**src/rtl/regset_cache.sv**
```systemverilog
module regset_cache #(
  parameter int NSETS    = 4,
  parameter int NREGS    = 16,
  parameter int DW       = 32,
  parameter int AW       = 32,
  parameter int DEPTH_W  = 16,
  parameter int CALL_LAT = 9,
  parameter int RET_LAT  = 7
) (
  input  logic          clk,
  input  logic          rst_n,
  input  logic          call_req,
  input  logic          ret_req,
  output logic          done,
  output logic          err,
  output logic [AW-1:0] fp,
  input  logic          rf_we,
  input  logic [$clog2(NREGS)-1:0] rf_idx,
  input  logic [DW-1:0] rf_wdata,
  output logic [DW-1:0] rf_rdata,
  output logic          mem_req,
  output logic          mem_we,
  output logic [AW-1:0] mem_addr,
  output logic [DW-1:0] mem_wdata,
  input  logic [DW-1:0] mem_rdata,
  input  logic          mem_rdy
);
  localparam int SW    = $clog2(NSETS);
  localparam int RW    = $clog2(NREGS);
  localparam int CW    = $clog2(NSETS + 1);
  localparam int WB    = DW / 8;
  localparam int FRAME = NREGS * WB;

  typedef enum logic [1:0] {IDLE, SPILL, FILL, WAIT} st_t;
  st_t st;

  logic [DW-1:0]      rf [NSETS*NREGS];
  logic [SW-1:0]      cur;
  logic [CW-1:0]      cnt;
  logic [DEPTH_W-1:0] depth;
  logic [RW-1:0]      beat;
  logic [7:0]         tmr;
  logic               op_call;

  wire [SW-1:0] prev   = cur - 1'b1;
  wire [SW-1:0] oldest = cur + 1'b1;
  wire [AW-1:0] base   = (st == SPILL) ? fp - AW'((NSETS-1)*FRAME) : fp - AW'(FRAME);
  wire          last   = (beat == RW'(NREGS-1));

  assign mem_req   = (st == SPILL) || (st == FILL);
  assign mem_we    = (st == SPILL);
  assign mem_addr  = base + (AW'(beat) << $clog2(WB));
  assign mem_wdata = rf[{oldest, beat}];
  assign rf_rdata  = rf[{cur, rf_idx}];

  always_ff @(posedge clk) begin
    if (st == IDLE && rf_we) rf[{cur, rf_idx}] <= rf_wdata;
    else if (st == FILL && mem_rdy) rf[{prev, beat}] <= mem_rdata;
  end

  always_ff @(posedge clk) begin
    if (!rst_n) begin
      st <= IDLE; cur <= '0; cnt <= CW'(1); depth <= '0; fp <= '0;
      beat <= '0; tmr <= '0; op_call <= 1'b0; done <= 1'b0; err <= 1'b0;
    end else begin
      done <= 1'b0;
      err  <= 1'b0;
      case (st)
        IDLE: begin
          beat <= '0;
          if (call_req) begin
            op_call <= 1'b1;
            if (cnt == CW'(NSETS)) st <= SPILL;
            else begin st <= WAIT; tmr <= 8'(CALL_LAT - 1); end
          end else if (ret_req) begin
            op_call <= 1'b0;
            if (depth == '0) err <= 1'b1;
            else if (cnt == CW'(1)) st <= FILL;
            else begin st <= WAIT; tmr <= 8'(RET_LAT - 1); end
          end
        end
        SPILL, FILL: if (mem_rdy) begin
          beat <= beat + 1'b1;
          if (last) begin
            st  <= WAIT;
            tmr <= op_call ? 8'(CALL_LAT - 1) : 8'(RET_LAT - 1);
          end
        end
        WAIT: begin
          if (tmr != 8'd0) tmr <= tmr - 1'b1;
          else begin
            st   <= IDLE;
            done <= 1'b1;
            if (op_call) begin
              cur <= cur + 1'b1; depth <= depth + 1'b1; fp <= fp + AW'(FRAME);
              if (cnt != CW'(NSETS)) cnt <= cnt + 1'b1;
            end else begin
              cur <= prev; depth <= depth - 1'b1; fp <= fp - AW'(FRAME);
              if (cnt != CW'(1)) cnt <= cnt - 1'b1;
            end
          end
        end
        default: st <= IDLE;
      endcase
    end
  end


  cnt_range_chk: assert property (@(posedge clk) disable iff (!rst_n)
    (cnt >= CW'(1)) && (cnt <= CW'(NSETS)));


  cnt_depth_chk: assert property (@(posedge clk) disable iff (!rst_n)
    DEPTH_W'(cnt) <= depth + 1'b1);


  beat_hold_chk: assert property (@(posedge clk) disable iff (!rst_n)
    (mem_req && !mem_rdy) |=> (mem_req && $stable(mem_addr) && $stable(mem_we)));


  err_quiet_chk: assert property (@(posedge clk) disable iff (!rst_n)
    err |-> ($stable(fp) && !done && !mem_req));


  done_pulse_chk: assert property (@(posedge clk) disable iff (!rst_n)
    done |=> !done);


  fp_step_chk: assert property (@(posedge clk) disable iff (!rst_n)
    (!done && !$past(done)) |-> $stable(fp));
endmodule

```
**config.mk**
```make
export PLATFORM = sky130hd
export DESIGN_NAME = regset_cache
export DESIGN_NICKNAME = d
export VERILOG_FILES = /design/src/rtl/regset_cache.sv
export SDC_FILE = /design/constraint.sdc
export NUM_CORES = 2
export LEC_CHECK = 0
export BUFFER_PORTS_ARGS = -buffer_cell sky130_fd_sc_hd__buf_2
export CAP_MARGIN = 10
export CORE_ASPECT_RATIO = 0.7
export CORE_UTILIZATION = 63
export CTS_CLUSTER_SIZE = 30
export DETAILED_ROUTE_END_ITERATION = 12
export PLACE_DENSITY = 0.84
export SLEW_MARGIN = 20
export SYNTH_ARGS = -nofsm -noshare
export SYNTH_HDL_FRONTEND = slang
export SYNTH_SLANG_ARGS = --single-unit
```
**constraint.sdc**
```tcl
create_clock -name clk -period 5.7 [get_ports clk]
set_clock_uncertainty 0.1 [all_clocks]
set_input_delay 0.285 -clock clk [delete_from_list [all_inputs] [get_ports clk]]
set_output_delay 0.285 -clock clk [all_outputs]
set_load 0.05 [all_outputs]
```
# --- Word-level counts from Yosys, hierarchy flattened ---
# Memories as Yosys holds them, arrays and structs flattened.
# Cells that the tools add are included.
word_totals:
  memories: 1
  register_bits: 70
  mem_bits_rw: 2048
  input_bits: 74
  word_cells: 103
classes:
  n_reduce_logical: 19
  bitwise: 4
  eq_ne: 17
  mux: 40
  add_sub_neg: 12
mem_list:
  columns: ["memory", "depth", "width", "rd", "rd_clocked_by_memory_dff", "wr", "line_no", "text"]
  rows:
  - ["rf", 64, 32, 2, 0, 1, "37", "logic [DW-1:0] rf [NSETS*NREGS];"]
op_table:
  columns: ["operator", "count"]
  rows:
  - ["two-way mux 32 bit", 3]
  - ["two-way mux 8 bit", 8]
  - ["adder 32 x 6 -> 32 bit", 1]
  - ["adder 32 x 7 -> 32 bit (second input constant)", 1]
  - ["OR reduction 32 bit", 1]
  - ["subtractor 32 x 7 -> 32 bit (second input constant)", 1]
  - ["subtractor 32 x 8 -> 32 bit (second input constant)", 1]
  - ["case mux 8 bit (3 select lines)", 1]
  - ["adder 16 x 1 -> 16 bit (second input constant)", 1]
  - ["zero test 16 bit", 1]
  - ["two-way mux 16 bit", 1]
  - ["two-way mux 2 bit", 8]
  - ["subtractor 16 x 1 -> 16 bit (second input constant)", 1]
  - ["!= test 3 bit (second input constant)", 5]
  - ["two-way mux 1 bit", 11]
  - ["two-way mux 3 bit", 3]
  - ["two-way mux 4 bit", 2]
  - ["!= test 2 bit (second input constant)", 4]
  - ["case mux 4 bit (2 select lines)", 1]
  - ["AND reduction 2 bit", 4]
  - ["nonzero test 8 bit", 1]
  - ["subtractor 8 x 1 -> 8 bit (second input constant)", 1]
  - ["AND reduction 7 bit", 1]
  - ["two-way mux 6 bit", 1]
  - ["other kinds (22)", 29]

# --- Longest topological paths before layout ---
logic_depth:
  ltp_word: 7
  mapped_depth: 10

# --- Worst setup path after synthesis ---
# OpenSTA, ideal clock, no wires.
synth_path:
  path_type: "register to register"
  startpoint: "register beat[2]"
  endpoint: "memory rf[44][0], enable pin"
  arrival_time_ns: 3.835
  setup_slack_ns: 1.305
  stages_incl_launch_ff: 6
  period_less_slack_ns: 4.395
  t_required_ns: 5.139
  setup_time_ns: 0.461
  cell_sequence: "dfxtp_1 > buf_2 > clkbuf_1 > buf_2 > mux2i_1 > nor3_1"
synth_via:
  elab_chain_cells: 1
synth_rtl:
  columns: ["item", "line_no", "text"]
  rows:
  - ["start, declared", "41", "logic [RW-1:0] beat;"]
  - ["start signal, assigned", "83", "beat <= beat + 1'b1;"]
  - ["two-way mux 6 bit (no source line)", null, null]
  - ["end, declared", "37", null]
# No other way between the ends.

# --- Final worst setup path ---
layout_path:
  startpoint: "register beat[0]"
  endpoint: "output port mem_wdata[24]"
layout_via:
  elab_chain_cells: 1
layout_rtl:
  columns: ["item", "line_no", "text"]
  rows:
  - ["memory read (64 x 32 bit)", null, null]
  - ["end, declared", "24", "output logic [DW-1:0] mem_wdata,"]
# No other way between the ends.

==> metrics.md <==
| Metric | Value |
|---|---|
| Clk pin slew, worst setup/hold paths | `0.07 ns` |
| Synth async-reset ratio | `0%` |
| Initial antenna violation count | `18` |
| Final setup TNS | `0 ns` |
| CP max FO | `67` |
| Fin area | `110000 um^2` |
| Number of global-route vias before repair | `59000` |
| Fraction of layout cells with a size suffix above 1 | `about two fifths` |
| Status | `finished clean` |
| Die W | `475 um` |
| Fill count | `8723` |
| Gate power share | `21.9%` |
| Postcts setup bufs | `0` |
| Post-layout net count | `5006` |
| Yosys warns | `0` |
| Power Internal | `~28 mW` |
| CTS Sinks | `between 2000 and 2500` |
| Critical Path Source Type | `flop` |
| Final cell count without fillers | `7161` |
| Sw Pwr | `between 10 and 15 mW` |
| Fin. max-slew vios | `0` |
| Rel. slew slack | `20.4%` |
| Post-Syn Area | `98600 um^2` |
| Switching Share | `30.0%` |
| Routed len/inst | `45.6 um` |
| TritonCTS buffer count | `between 150 and 200` |
| Pwr dens | `370 nW/um^2` |
| Post-Place Cell Area | `103000 um^2` |
| Final routed DRC violation total | `0` |
| Hpwl dp | `~190 mm` |
| Most used DFF post-synth | `edfxtp_1` |
| CTS tree | `yes` |
| VDD IR-drop max | `~0.65 mV` |
| Clock power frac | `33.2%` |
| Fmax | `190 MHz` |
| CTS max path bufs | `3` |
| Yosys top cell area share | `between 60% and 70%` |
| Core Box Area | `between 150000 and 200000 um^2` |
| IO Port Bufs | `197` |
| Post-synth EDFFs | `2048` |
| GP Congestion | `0.971` |
| Tot GR Track Use | `42.0%` |
| Detailed Route Iter0 Violations | `around 12000` |
| Root buffer cell | `clkbuf_16` |
| Yosys cell types | `61` |
| Area Overhead vs Synth | `11.4%` |
| Cells after DPL | `6796` |
| Post-detailed-route count of antenna-violating nets | `0` |
| Total Power | `40.6 mW` |
| Top post-synthesis cells by area | `edfxtp_1, mux4_2, dfxtp_1` |
| Storage element area | `about 63000 um^2` |
| Crit path DAT | `between 4 and 5 ns` |
| Max-cap check violation count | `0` |
| Synth Register Bits | `2112` |
| Mean Syn Cell Area | `21.0 um^2` |
| Critical path class | `flop to output pin` |
| Via count | `60200` |
| Congestion Overflow GR | `0` |
| Yosys top cell by area | `edfxtp_1` |
| Min Tclk post-route | `5.28 ns` |
| Slew @ Worst Pin | `roughly 1.2 ns` |
| Worst Path Required | `around 5.3 ns` |
| Largest net degree at the start of global routing | `128` |
| Leak | `33.6 nW` |
| Hold_ws | `0.0553 ns` |
| Worst Setup Slack, final | `0.423 ns` |
| Die ar. | `~160000 um^2` |
| RSZ-0062 raised after global routing | `no` |
| H-tree levels | `4` |
| Area of the multi-input gates | `34600 um^2` |
| Worst hold path class | `input pin to flop` |
| CP endpoint kind | `output pin` |
| # resized after CTS | `0` |
| Syn Inst Count | `roughly 4700` |
| Final WL | `between 300 and 400 mm` |
| Final setup vio count | `0` |
| First-pass GRT wire length | `455 mm` |
| Row Count | `121` |
| Die height | `333 um` |
| Starting Density | `a little under two thirds` |
| Sequential power share | `45.0%` |
| Pre-CTS setup slack | `1.38 ns` |
| Fin crit share | `between 90% and 100%` |
| Final core occ | `70.7%` |
| # IOs | `206` |
| Hold Vio Cnt, Final | `0` |
| DR pass1 iterations | `8` |
| Clock Latency Late Sink | `around 0.86 ns` |
| Seq/Total Area, Yosys | `~64%` |
| Vias/cell | `approximately 8.4` |
==> cells by family after synthesis <==
| family | count (synthesis) | share of synthesized area (%) |
|---|---|---|
| xor gates and xnor gates | 56 | 0.498 |
| other | 1 | 0.00380 |
| buffers and inverters | 404 | 1.76 |
| muxes | 1287 | 29.3 |
| and+or+nand+nor | 538 | 2.49 |
| adders and majority gates | 29 | 0.376 |
| AOI/OAI and AO/OA | 270 | 1.87 |
| DFF | 2112 | 63.7 |
==> cell usage after synthesis, types with 7 or more instances <==
master and instances:
clkbuf_1 199, nand2b_1 12, mux2i_1 7, and3_1 11
nor2_1 138, nand4_1 17, buf_1 47, nor4_1 15
nor3_1 23, a21oi_1 54, buf_4 15, xnor2_1 34
mux4_2 1280, nand2_1 224, nor2b_1 15, and2_1 8
or3_1 19, buf_2 115, dfxtp_1 64, ha_1 28
inv_1 25, a22oi_1 130, edfxtp_1 2048, o21ai_0 30
nand3_1 29, xor2_1 22
==> registers in the layout, indices dropped and copies added (netlist names), 2 cells and up <==
name	cells
beat	4
cnt	3
cur	2
depth	16
fp	26
rf	2048
st	2
tmr	8
==> per-layer routing <==
metal	global-route usage, %	vias to the layer above	share of wire, %
met1	54.8	30600	31
met5	0.244	-	0.065
met3	15.3	1364	17
met4	26.4	24	7.8
li1	-	21000	-
met2	60.6	7293	45
==> cell usage in the layout, fill, tap and decap left out, types with 60 or more instances in the layout <==
master	Yosys	final
edfxtp_1	2048	2048
mux4_2	1280	1280
nand2_1	224	220
clkbuf_16	0	193
buf_2	115	193
a22oi_1	130	130
buf_4	15	121
nor2_1	138	78
nor2_4	0	60
dfxtp_1	64	60
buf_12	0	60
==> power by group through the flow <==
stage | registers, mW | logic [mW] | clock network (mW)
2_1_floorplan | 18.5 | 5.95 | 0
3_3_place_gp | 18.5 | 8.33 | 0
3_5_place_dp | 18.6 | 8.54 | 0
4_1_cts | 18.2 | 8.66 | 13.4
5_1_grt | 18.3 | 9.13 | 13.9
6_report | 18.3 | 8.88 | 13.5
==> path summary, 6_finish.rpt <==
check	start	to	slack (ns)	cells past startpoint
worst max-delay path	beat[0]	mem_wdata[24]	0.42	6
worst min-delay path	mem_rdata[8]	rf[59][8]	0.06	4
worst max register to register	st[0]	rf[1][7]	1.12	10
worst min register to register	depth[5]	depth[5]	0.38	2
==> repair_timing <==
| item | in CTS | in global routing |
|---|---|---|
| hold endpoints to repair | 19 | 0 |
| setup endpoints to repair | 0 | 0 |
| hold buffers | 6 | 0 |
==> critical path: stages (launching register included) <==
cell,delay (ns)
dfxtp_4,1.00
buf_12,0.53
mux4_2,0.64
mux4_2,0.58
a22oi_1,0.24
nand2_1,0.46
buf_2,0.39
==> final cells by class <==
type	instances	share of cell area [%]
Antenna cell	12	0.0274
Clock buffer	229	4.54
Clock inverter	117	1.21
Inverter	25	0.0855
Multi-Input combinational cell	2188	31.6
Sequential cell	2112	57.2
Tap cell	2091	2.38
Timing Repair Buffer	387	2.99
No activity file was read; power rests on OpenSTA's default activity.
